**config.mk**
```make
export PLATFORM = sky130hd
export DESIGN_NAME = dbg_serial_port
export DESIGN_NICKNAME = d
export VERILOG_FILES = /design/src/rtl/dbgp_pkg.sv /design/src/rtl/dbgp_edge_sync.sv /design/src/rtl/dbgp_regfile.sv /design/src/rtl/dbgp_ctrl.sv /design/src/rtl/dbg_serial_port.sv
export SDC_FILE = /design/constraint.sdc
export NUM_CORES = 1
export LEC_CHECK = 0
export BUFFER_PORTS_ARGS = -buffer_cell sky130_fd_sc_hd__clkbuf_2
export CORE_MARGIN = 2
export CORE_UTILIZATION = 60
export CTS_CLUSTER_SIZE = 24
export DETAILED_ROUTE_END_ITERATION = 16
export GPL_TIMING_DRIVEN = 0
export PLACE_DENSITY = 0.76
export SLEW_MARGIN = 10
export SYNTH_ARGS = -nofsm -noshare
export SYNTH_HDL_FRONTEND = slang
export SYNTH_SLANG_ARGS = --single-unit
```
**constraint.sdc**
```tcl
create_clock -name clk -period 3.3 [get_ports clk]
set_input_delay 0.66 -clock clk [delete_from_list [all_inputs] [get_ports clk]]
set_output_delay 0.66 -clock clk [all_outputs]
set_load 0.005 [all_outputs]
```
**src/rtl/dbgp_pkg.sv**
```systemverilog
package dbgp_pkg;

    localparam int DBGP_DATA_W     = 16;
    localparam int DBGP_ADDR_W     = 4;
    localparam int DBGP_CMD_W      = 8;
    localparam int DBGP_SYNC_STG   = 2;
    localparam int DBGP_ACK_CYCLES = 2;

    typedef enum logic [2:0] {
        ST_IDLE = 3'd0,
        ST_ACK  = 3'd1,
        ST_CMD  = 3'd2,
        ST_RD   = 3'd3,
        ST_WR   = 3'd4
    } dbgp_state_e;

endpackage

```
**src/rtl/dbgp_edge_sync.sv**
```systemverilog
module dbgp_edge_sync #(
    parameter int STAGES = 2
) (
    input  logic clk,
    input  logic rst_n,
    input  logic sck_pin,
    input  logic sdi_pin,
    output logic sck_rise,
    output logic sck_fall,
    output logic sdi
);

    logic [STAGES-1:0] ck_pipe;
    logic [STAGES-1:0] dt_pipe;
    logic              ck_prev;

    always_ff @(posedge clk or negedge rst_n) begin
        if (!rst_n) begin
            ck_pipe <= '0;
            dt_pipe <= '0;
            ck_prev <= 1'b0;
        end else begin
            ck_pipe[0] <= sck_pin;
            dt_pipe[0] <= sdi_pin;
            for (int i = 1; i < STAGES; i++) begin
                ck_pipe[i] <= ck_pipe[i-1];
                dt_pipe[i] <= dt_pipe[i-1];
            end
            ck_prev <= ck_pipe[STAGES-1];
        end
    end

    assign sck_rise = ck_pipe[STAGES-1] & ~ck_prev;
    assign sck_fall = ~ck_pipe[STAGES-1] & ck_prev;
    assign sdi      = dt_pipe[STAGES-1];

endmodule

```
**src/rtl/dbgp_regfile.sv**
```systemverilog
module dbgp_regfile #(
    parameter int DATA_W = 16,
    parameter int ADDR_W = 4
) (
    input  logic              clk,
    input  logic              rst_n,
    input  logic              wr_en,
    input  logic [ADDR_W-1:0] wr_addr,
    input  logic [DATA_W-1:0] wr_data,
    input  logic [ADDR_W-1:0] rd_addr,
    output logic [DATA_W-1:0] rd_data
);

    localparam int NUM_REGS = 1 << ADDR_W;

    logic [DATA_W-1:0] regs [NUM_REGS];

    for (genvar g = 0; g < NUM_REGS; g++) begin : g_reg
        always_ff @(posedge clk or negedge rst_n) begin
            if (!rst_n) begin
                regs[g] <= '0;
            end else if (wr_en && (wr_addr == ADDR_W'(g))) begin
                regs[g] <= wr_data;
            end
        end
    end

    assign rd_data = regs[rd_addr];

endmodule

```
**src/rtl/dbgp_ctrl.sv**
```systemverilog
module dbgp_ctrl
    import dbgp_pkg::*;
#(
    parameter int DATA_W     = 16,
    parameter int ADDR_W     = 4,
    parameter int CMD_W      = 8,
    parameter int ACK_CYCLES = 2,
    parameter int CNT_W      = $clog2(DATA_W + 1)
) (
    input  logic              clk,
    input  logic              rst_n,
    input  logic              dbg_req,
    input  logic              sck_rise,
    input  logic              sck_fall,
    input  logic              sdi,
    input  logic [DATA_W-1:0] rd_data,
    output logic [ADDR_W-1:0] rd_addr,
    output logic              wr_en,
    output logic [ADDR_W-1:0] wr_addr,
    output logic [DATA_W-1:0] wr_data,
    output logic              ser_dout,
    output logic              proto_err,
    output logic              in_ack,
    output logic              in_idle,
    output logic [CNT_W-1:0]  bit_cnt
);

    localparam int ACK_W = $clog2(ACK_CYCLES + 1);
    localparam logic [CNT_W-1:0] CMD_LAST  = CNT_W'(CMD_W - 1);
    localparam logic [CNT_W-1:0] DATA_LAST = CNT_W'(DATA_W - 1);
    localparam logic [CNT_W-1:0] DATA_DONE = CNT_W'(DATA_W);
    localparam logic [ACK_W-1:0] ACK_LAST  = ACK_W'(ACK_CYCLES - 1);

    dbgp_state_e       st_q, st_d;
    dbgp_state_e       ret_q, ret_d;
    logic [ACK_W-1:0]  ack_cnt;
    logic [CMD_W-2:0]  cmd_q;
    logic [CMD_W-1:0]  cmd_next;
    logic [ADDR_W-1:0] addr_q;
    logic [DATA_W-1:0] shreg;
    logic [CNT_W-1:0]  cnt_q;
    logic              rbit_q;
    logic              rvalid_q;
    logic              err_q;
    logic              ack_last;
    logic              cmd_last;
    logic              data_last;

    assign cmd_next  = {cmd_q, sdi};
    assign ack_last  = (ack_cnt == ACK_LAST);
    assign cmd_last  = (cnt_q == CMD_LAST);
    assign data_last = (cnt_q == DATA_LAST);

    // next-state logic
    always_comb begin
        st_d  = st_q;
        ret_d = ret_q;
        unique case (st_q)
            ST_IDLE: begin
                if (dbg_req) begin
                    st_d  = ST_ACK;
                    ret_d = ST_CMD;
                end
            end
            ST_ACK: begin
                if (ack_last) st_d = ret_q;
            end
            ST_CMD: begin
                if (sck_fall && cmd_last) begin
                    st_d  = ST_ACK;
                    ret_d = cmd_next[CMD_W-1] ? ST_RD : ST_WR;
                end else if (!sck_fall && cnt_q == '0 && !dbg_req) begin
                    st_d = ST_IDLE;
                end
            end
            ST_RD: begin
                if (sck_fall && cnt_q == DATA_DONE) st_d = ST_CMD;
            end
            ST_WR: begin
                if (sck_fall && data_last) begin
                    st_d  = ST_ACK;
                    ret_d = ST_CMD;
                end
            end
            default: st_d = ST_IDLE;
        endcase
    end

    // state register
    always_ff @(posedge clk or negedge rst_n) begin
        if (!rst_n) begin
            st_q  <= ST_IDLE;
            ret_q <= ST_CMD;
        end else begin
            st_q  <= st_d;
            ret_q <= ret_d;
        end
    end

    // datapath registers
    always_ff @(posedge clk or negedge rst_n) begin
        if (!rst_n) begin
            ack_cnt  <= '0;
            cmd_q    <= '0;
            addr_q   <= '0;
            shreg    <= '0;
            cnt_q    <= '0;
            rbit_q   <= 1'b1;
            rvalid_q <= 1'b0;
            err_q    <= 1'b0;
        end else begin
            ack_cnt <= (st_q == ST_ACK) ? ack_cnt + ACK_W'(1) : '0;
            if (st_q == ST_ACK && (sck_rise || sck_fall)) err_q <= 1'b1;
            unique case (st_q)
                ST_CMD: begin
                    if (sck_fall) begin
                        cmd_q <= cmd_next[CMD_W-2:0];
                        if (cmd_last) begin
                            cnt_q  <= '0;
                            addr_q <= cmd_next[ADDR_W-1:0];
                            shreg  <= rd_data;
                        end else begin
                            cnt_q <= cnt_q + CNT_W'(1);
                        end
                    end
                end
                ST_RD: begin
                    if (sck_rise && cnt_q < DATA_DONE) begin
                        rbit_q   <= shreg[DATA_W-1];
                        shreg    <= {shreg[DATA_W-2:0], 1'b0};
                        rvalid_q <= 1'b1;
                        cnt_q    <= cnt_q + CNT_W'(1);
                    end
                    if (sck_fall && cnt_q == DATA_DONE) begin
                        cnt_q    <= '0;
                        rvalid_q <= 1'b0;
                    end
                end
                ST_WR: begin
                    if (sck_fall) begin
                        shreg <= {shreg[DATA_W-2:0], sdi};
                        cnt_q <= data_last ? '0 : cnt_q + CNT_W'(1);
                    end
                end
                default: begin
                end
            endcase
        end
    end

    assign rd_addr = cmd_next[ADDR_W-1:0];
    assign wr_en   = (st_q == ST_WR) && sck_fall && data_last;
    assign wr_addr = addr_q;
    assign wr_data = {shreg[DATA_W-2:0], sdi};

    // outputs
    always_comb begin
        unique case (st_q)
            ST_ACK:  ser_dout = 1'b0;
            ST_RD:   ser_dout = rvalid_q ? rbit_q : 1'b1;
            default: ser_dout = 1'b1;
        endcase
        proto_err = err_q;
        in_ack    = (st_q == ST_ACK);
        in_idle   = (st_q == ST_IDLE);
        bit_cnt   = cnt_q;
    end

endmodule

```
**src/rtl/dbg_serial_port.sv**
```systemverilog
module dbg_serial_port
    import dbgp_pkg::*;
#(
    parameter int DATA_W     = DBGP_DATA_W,
    parameter int ADDR_W     = DBGP_ADDR_W,
    parameter int CMD_W      = DBGP_CMD_W,
    parameter int SYNC_STG   = DBGP_SYNC_STG,
    parameter int ACK_CYCLES = DBGP_ACK_CYCLES
) (
    input  logic clk,
    input  logic rst_n,
    input  logic dbg_req,
    input  logic ser_clk,
    input  logic ser_din,
    output logic ser_dout,
    output logic proto_err
);

    localparam int CNT_W = $clog2(DATA_W + 1);

    logic              sck_rise;
    logic              sck_fall;
    logic              sdi;
    logic [DATA_W-1:0] rd_data;
    logic [ADDR_W-1:0] rd_addr;
    logic              wr_en;
    logic [ADDR_W-1:0] wr_addr;
    logic [DATA_W-1:0] wr_data;
    logic              in_ack;
    logic              in_idle;
    logic [CNT_W-1:0]  bit_cnt;

    dbgp_edge_sync #(.STAGES(SYNC_STG)) u_sync (
        .clk      (clk),
        .rst_n    (rst_n),
        .sck_pin  (ser_clk),
        .sdi_pin  (ser_din),
        .sck_rise (sck_rise),
        .sck_fall (sck_fall),
        .sdi      (sdi)
    );

    dbgp_regfile #(.DATA_W(DATA_W), .ADDR_W(ADDR_W)) u_regs (
        .clk     (clk),
        .rst_n   (rst_n),
        .wr_en   (wr_en),
        .wr_addr (wr_addr),
        .wr_data (wr_data),
        .rd_addr (rd_addr),
        .rd_data (rd_data)
    );

    dbgp_ctrl #(
        .DATA_W     (DATA_W),
        .ADDR_W     (ADDR_W),
        .CMD_W      (CMD_W),
        .ACK_CYCLES (ACK_CYCLES),
        .CNT_W      (CNT_W)
    ) u_ctrl (
        .clk       (clk),
        .rst_n     (rst_n),
        .dbg_req   (dbg_req),
        .sck_rise  (sck_rise),
        .sck_fall  (sck_fall),
        .sdi       (sdi),
        .rd_data   (rd_data),
        .rd_addr   (rd_addr),
        .wr_en     (wr_en),
        .wr_addr   (wr_addr),
        .wr_data   (wr_data),
        .ser_dout  (ser_dout),
        .proto_err (proto_err),
        .in_ack    (in_ack),
        .in_idle   (in_idle),
        .bit_cnt   (bit_cnt)
    );

endmodule

```
# After elaboration in Yosys (flattened, before gate mapping)
# Index checks and enable logic that the tools add are counted.
# Widths: inputs -> output; s select.
[totals] ff_bits=304 inputBits=5 output_inout_bits=2
[op_classes] n_addsub=2 order_cmp=2 eq_ne=34 mux=32 bitwise_logic=5 n_reduce_logical=42
[op_table] operator="$mux 16" n=6
[op_table] operator="$bmux 16 s4" n=1
[op_table] operator="$pmux 16 s3" n=1
[op_table] operator="$eq 4x4->1 const B" n=8
[op_table] operator="$mux 3" n=10
[op_table] operator="$mux 5" n=6
[op_table] operator="$logic_and 1x1->1" n=25
[op_table] operator="$eq 4x3->1 const B" n=4
[op_table] operator="$ne 2x1->1 const B" n=8
[op_table] operator="$pmux 3 s5" n=1
[op_table] operator="$pmux 5 s3" n=1
[op_table] operator="$reduce_and 5->1" n=2
[op_table] operator="$pmux 3 s3" n=1
[op_table] operator="$eq 4x2->1 const B" n=2
[op_table] operator="$reduce_and 4->1" n=2
[op_table] operator="$eq 3x2->1 const B" n=2
[op_table] operator="$ne 3x1->1 const B" n=2
[op_table] operator="$reduce_and 2->1" n=3
[op_table] operator="$reduce_bool 3->1" n=2
[op_table] operator="$add 5x1->5 const B" n=1
[op_table] operator="$eq 5x3->1 const B" n=1
[op_table] operator="$eq 5x4->1 const B" n=1
[op_table] operator="$eq 5x5->1 const B" n=1
[op_table] operator="$ge 5x5->1 const B" n=1
[op_table] operator="other kinds (20)" n=25

# Longest topological paths before layout
[depth] ltp_word=8 mapped_depth=10 ltp_nobuf=8

# Hierarchy
# From an unflattened synthesis, not the netlist that was laid out.
[unflattened] hier_cells=935 hier_area_um2=14103.5
[by_module_without_submodules] module="dbgp_regfile" instances=1 cells_each=711 area_per_inst_um2=11458.5 seq_area_each_um2=6406.1
[by_module_without_submodules] module="dbgp_ctrl" instances=1 cells_each=217 area_per_inst_um2=2504.9 seq_area_each_um2=1078.5
[by_module_without_submodules] module="dbgp_edge_sync" instances=1 cells_each=7 area_per_inst_um2=140.1 seq_area_each_um2=125.1

# Least setup slack after synthesis
# Ideal clock, no wire load.
[synth_path] kind="register -> register" start="reg u_ctrl.cnt_q[0], in the netlist u_ctrl.bit_cnt[0]" end="reg u_regs.regs[166] (netlist bit)" setup_time_ps=125 arrival_ps=2166 required_time_ps=3175 path_slack_ps=1010 path_stages_with_launch=9 cell_sequence="dfrtp_1 ha_1 nand3_1 inv_1 ha_1 nand3_2 nor4b_4 buf_4 mux2_2"
[synth_between] elab_chain_len=3
[synth_lines] item="start: declaration" line="dbgp_ctrl.sv:41" rtl="logic [CNT_W-1:0] cnt_q;"
[synth_lines] item="start signal: assignment" line="dbgp_ctrl.sv:123" rtl="cnt_q <= cnt_q + CNT_W'(1);"
[synth_lines] item="start signal: assignment" line="dbgp_ctrl.sv:132" rtl="cnt_q <= cnt_q + CNT_W'(1);"
[synth_lines] item="start signal: assignment" line="dbgp_ctrl.sv:142" rtl="cnt_q <= data_last ? '0 : cnt_q + CNT_W'(1);"
[synth_lines] item="$eq 5x4->1" line="dbgp_ctrl.sv:52" rtl="assign data_last = (cnt_q == DATA_LAST);"
[synth_lines] item="$logic_and 1x1->1" line="dbgp_ctrl.sv:152" rtl="assign wr_en = (st_q == ST_WR) && sck_fall && data_last;"
[synth_lines] item="$logic_and 1x1->1" line="dbgp_regfile.sv:22" rtl="end else if (wr_en && (wr_addr == ADDR_W'(g))) begin"
[synth_lines] item="end signal: indexed assignment" line="dbgp_regfile.sv:23" rtl="regs[g] <= wr_data;"
[synth_lines] item="end: declaration" line="dbgp_regfile.sv:16" rtl="logic [DATA_W-1:0] regs [NUM_REGS];"
# No other way between the ends.
# A chain may end at the register's enable or synchronous reset.

# Final worst setup path
[layout_path] start="reg u_ctrl.cnt_q[0], in the netlist u_ctrl.bit_cnt[0]" end="reg u_regs.regs[23] (netlist bit)"
# Same word-level chain as after synthesis.

==> summary.md <==
| Metric | Value |
|---|---|
| Status | `completed` |
| Drt drc | `0` |
| Compound-Gate Fraction of Synth Area | `4.399%` |
| Top post-synthesis cells by area | `dfrtp_1 53%, mux2_2 19%, mux4_2 9.7%` |
| Total negative slack | `0 ps` |
| Static leakage | `0.007539 µW` |
| Via count | `8534` |
| Crit share post-route | `88.27%` |
| CP startpoint kind | `register` |
| Final Max Tran Viols | `0` |
| Clock Tree Buf Depth | `3` |
| CTS tree | `done` |
| Vias/cell | `6.340` |
| Required @ worst endpoint | `3750 ps` |
| CTS Root Cell | `clkbuf_16` |
| Row count | `56` |
| Initial Util | `60.71%` |
| Post-synth EDFFs | `0` |
| Syn nets | `974` |
| Overflow after GRT | `0` |
| Worst-Margin Slew | `867.9 ps` |
| Post-cts resize count | `0` |
| WP buf/inv | `2` |
| Post-detailed-route wirelength per cell | `23.29 µm` |
| Post-synth top area share | `53.35%` |
| Final WL | `31.35 mm` |
| Clk_lat worst skew | `560 ps` |
| Synth cell types | `64` |
| Filler instances | `1656` |
| Routability congestion estimate from global placement | `0.8534` |
| Setup violators final | `0` |
| Worst Path Max Fanout | `10` |
| Nets | `1016` |
| Sw power | `3505 µW` |
| Crit-path cells | `ha_1 > nand3_1 > inv_1 > ha_1 > nand3_2 > nor3_2 > buf_4 > mux2_2` |
| Layout cell share with drive strength beyond 1 | `43.62%` |
| Pin count of the biggest net entering global routing | `104` |
| Largest family of logic cells by synthesized area | `multiplexers` |
| Count of state elements after synthesis | `304` |
| Input/output buffers | `6` |
| Combinational group share of total power | `23.8%` |
| Die Y | `157.7 µm` |
| Total internal power | `6900 µW` |
| Core Area | `0.02333 mm²` |
| Slew HR | `41.70%` |
| First-pass detailed-route iteration total | `5` |
| Max Cap Viol | `0` |
| Top Family by Delay on Critical Path | `simple AND/OR/NAND/NOR gates` |
| RSZ-0062 raised after global routing | `false` |
| Area leader, netlist | `dfrtp_1` |
| Ys flop type | `dfrtp_1` |
| Cell area after synthesis | `0.01417 mm²` |
| Ports | `7` |
| Power per cell area | `661.7 mW/mm²` |
| Post-Synth Simple-Gate Area | `6.059%` |
| Highest Clock Rate | `0.3433 GHz` |
| Most used cell, CP | `ha_1` |
| Clock share of power | `34.2%` |
| Pre-CTS WS | `389.0 ps` |
| Iteration-0 DRC Markers | `601` |
| Critical path class | `reg -> reg` |
| CP max stage cell | `nor3_2` |
| First-pass GRT wire length | `50.80 mm` |
| Syn Area/Cell | `14.73 µm²` |
| DP HPWL | `21.82 mm` |
| Fin. Hold Viols | `0` |
| Peak supply drop | `373.9 µV` |
| N_diodes | `0` |
| Crit path largest cell delay | `640 ps` |
| CTS Buf Count | `31` |
| Post-CTS Hold Buffers | `0` |
| Synth Instances | `962` |
| Worst setup margin | `387.0 ps` |
| Synth-to-Final Area Change | `11.01%` |
| Die ar. | `0.02486 mm²` |
| Sequential power share | `42.0%` |
| Sw Share | `33.69%` |
| Routed Antenna Nets | `0` |
| Post-synthesis xor/xnor area fraction | `0%` |
| Arrival @ worst endpoint | `3360 ps` |
| H-tree levels | `1` |
| Post-CTS Setup Bufs | `0` |
| Initial antenna violation count | `0` |
| Post-synthesis adder-cell area fraction | `0.6183%` |
| Hold Path Class | `in -> async` |
| Die Span X | `157.7 µm` |
| Min Tclk post-route | `2913 ps` |
| Clock-pin slew on the worst setup and hold paths | `60 ps` |
| Total GRT Usage | `26.65%` |
| Yosys warnings | `0` |
| Worst Setup End Kind | `register` |
| CTS Sinks | `304` |
| Skew final | `22.10 ps` |
| Multiplexer share of the synthesized area | `31.96%` |
| Vias in the first global route | `9006` |
| Register area share after synthesis | `53.72%` |
| Synth async-reset ratio | `100.0%` |
[worst paths after layout]
kind,startpoint,end,slack (ps),cells past startpoint
worst max-delay path,u_ctrl.bit_cnt[0]$_DFFE_PN0P_,u_regs.regs[23]$_DFFE_PN0P_,390,8
worst min-delay path,rst_n,u_ctrl.proto_err$_DFFE_PN0P_,90,1
worst max register to register,u_ctrl.bit_cnt[0]$_DFFE_PN0P_,u_regs.regs[23]$_DFFE_PN0P_,390,8
worst min register to register,u_sync.dt_pipe[0]$_DFF_PN0_,u_sync.dt_pipe[1]$_DFF_PN0_,350,0
max in group asynchronous,rst_n,u_regs.regs[202]$_DFFE_PN0P_,1640,4
min in group clk,ser_din,u_sync.dt_pipe[0]$_DFF_PN0_,210,1
[synthesized netlist by cell type (14+ instances only)]
cell type and n:
o32a_1 14, nand4_1 30, nand3_1 25, a22o_1 15, dfrtp_1 302, buf_2 35, mux2_4 20, mux4_2 61
o21ai_0 17, clkbuf_1 43, nand2_1 24, mux2_2 245
[cell families (layout without fill, tap and decap cells)]
| group | count (synthesis) | count (layout) |
|---|---|---|
| simple gates | 135 | 135 |
| mux | 335 | 335 |
| fa+ha+maj | 7 | 7 |
| compound gates | 82 | 82 |
| flops | 304 | 304 |
| buf+inv | 99 | 164 |
[area by class of cell]
class                      instances  area [µm²]  area share, %
buffer                            86       411.6          2.618
clock buffer                      44       894.6          5.689
clock inverter                    12       143.9         0.9150
inverter                          13       48.80         0.3103
multi-input combinational        559        6096          38.77
sequential                       304        7610          48.39
tap                              319       399.1          2.538
timing repair buffer               9       121.4         0.7718
[through the flow]
| stage | util (%) | instances | instance area (µm²) | hold WS (ps) | power, µW |
|---|---|---|---|---|---|
| after floorplan | - | 962 | 14170 | 331.2 | 5899 |
| after global placement | 62.55 | 1287 | 14600 | 332.0 | 6802 |
| after detailed placement | 62.95 | 1290 | 14690 | 337.9 | 6873 |
| after CTS | 67.40 | 1346 | 15730 | 109.0 | 10420 |
| after global routing | 67.40 | 1346 | 15730 | 129.0 | 10880 |
| final | 67.40 | 1346 | 15730 | 90.57 | 10410 |
[state kept, by name (all words and copies together), names as in the netlist]
register          cells
u_sync.ck_prev        1
u_sync.dt_pipe        2
u_ctrl.ret_q          3
u_ctrl.ack_cnt        2
u_regs.regs         256
u_ctrl.wr_addr        4
u_ctrl.proto_err      1
u_ctrl.shreg         16
u_ctrl.rbit_q         1
u_ctrl.st_q           3
u_ctrl.cmd_q          7
u_sync.ck_pipe        2
u_ctrl.bit_cnt        5
u_ctrl.rvalid_q       1
[cells in the final DEF (no fill, tap or decap), types with 4 or more instances in the layout]
master / instances
buf_2: 35
ha_1: 7
nand3_1: 25
buf_4: 4
clkbuf_2: 5
o32a_1: 14
mux2_2: 245
inv_1: 13
clkinv_2: 6
nand4_1: 30
clkbuf_16: 31
o21ai_0: 17
nor3b_1: 4
nand2b_1: 7
nor3_2: 4
dfrtp_1: 302
nand2_1: 24
a21oi_1: 5
mux2_4: 20
nor2_1: 11
a22o_1: 15
mux2i_1: 6
a31oi_1: 7
buf_6: 4
mux4_2: 61
clkbuf_1: 49
clkbuf_8: 8
[per-layer routing]
layer	vias up	global-route usage (%)	routed length (µm)
met2	227	41.86	14790
li1	3706	-	-
met4	0	7.316	619
met5	-	0	0
met3	49	4.654	1601
met1	4552	38.87	14340
[power by group through the flow]
stage / clock, µW / combinational [µW] / sequential (µW)
5_1_grt: 3760 / 2700 / 4410
3_3_place_gp: 0 / 2390 / 4410
2_1_floorplan: 0 / 1660 / 4240
6_report: 3560 / 2480 / 4370
3_5_place_dp: 0 / 2460 / 4420
4_1_cts: 3590 / 2470 / 4360
No activity file was read; power rests on OpenSTA's default activity.
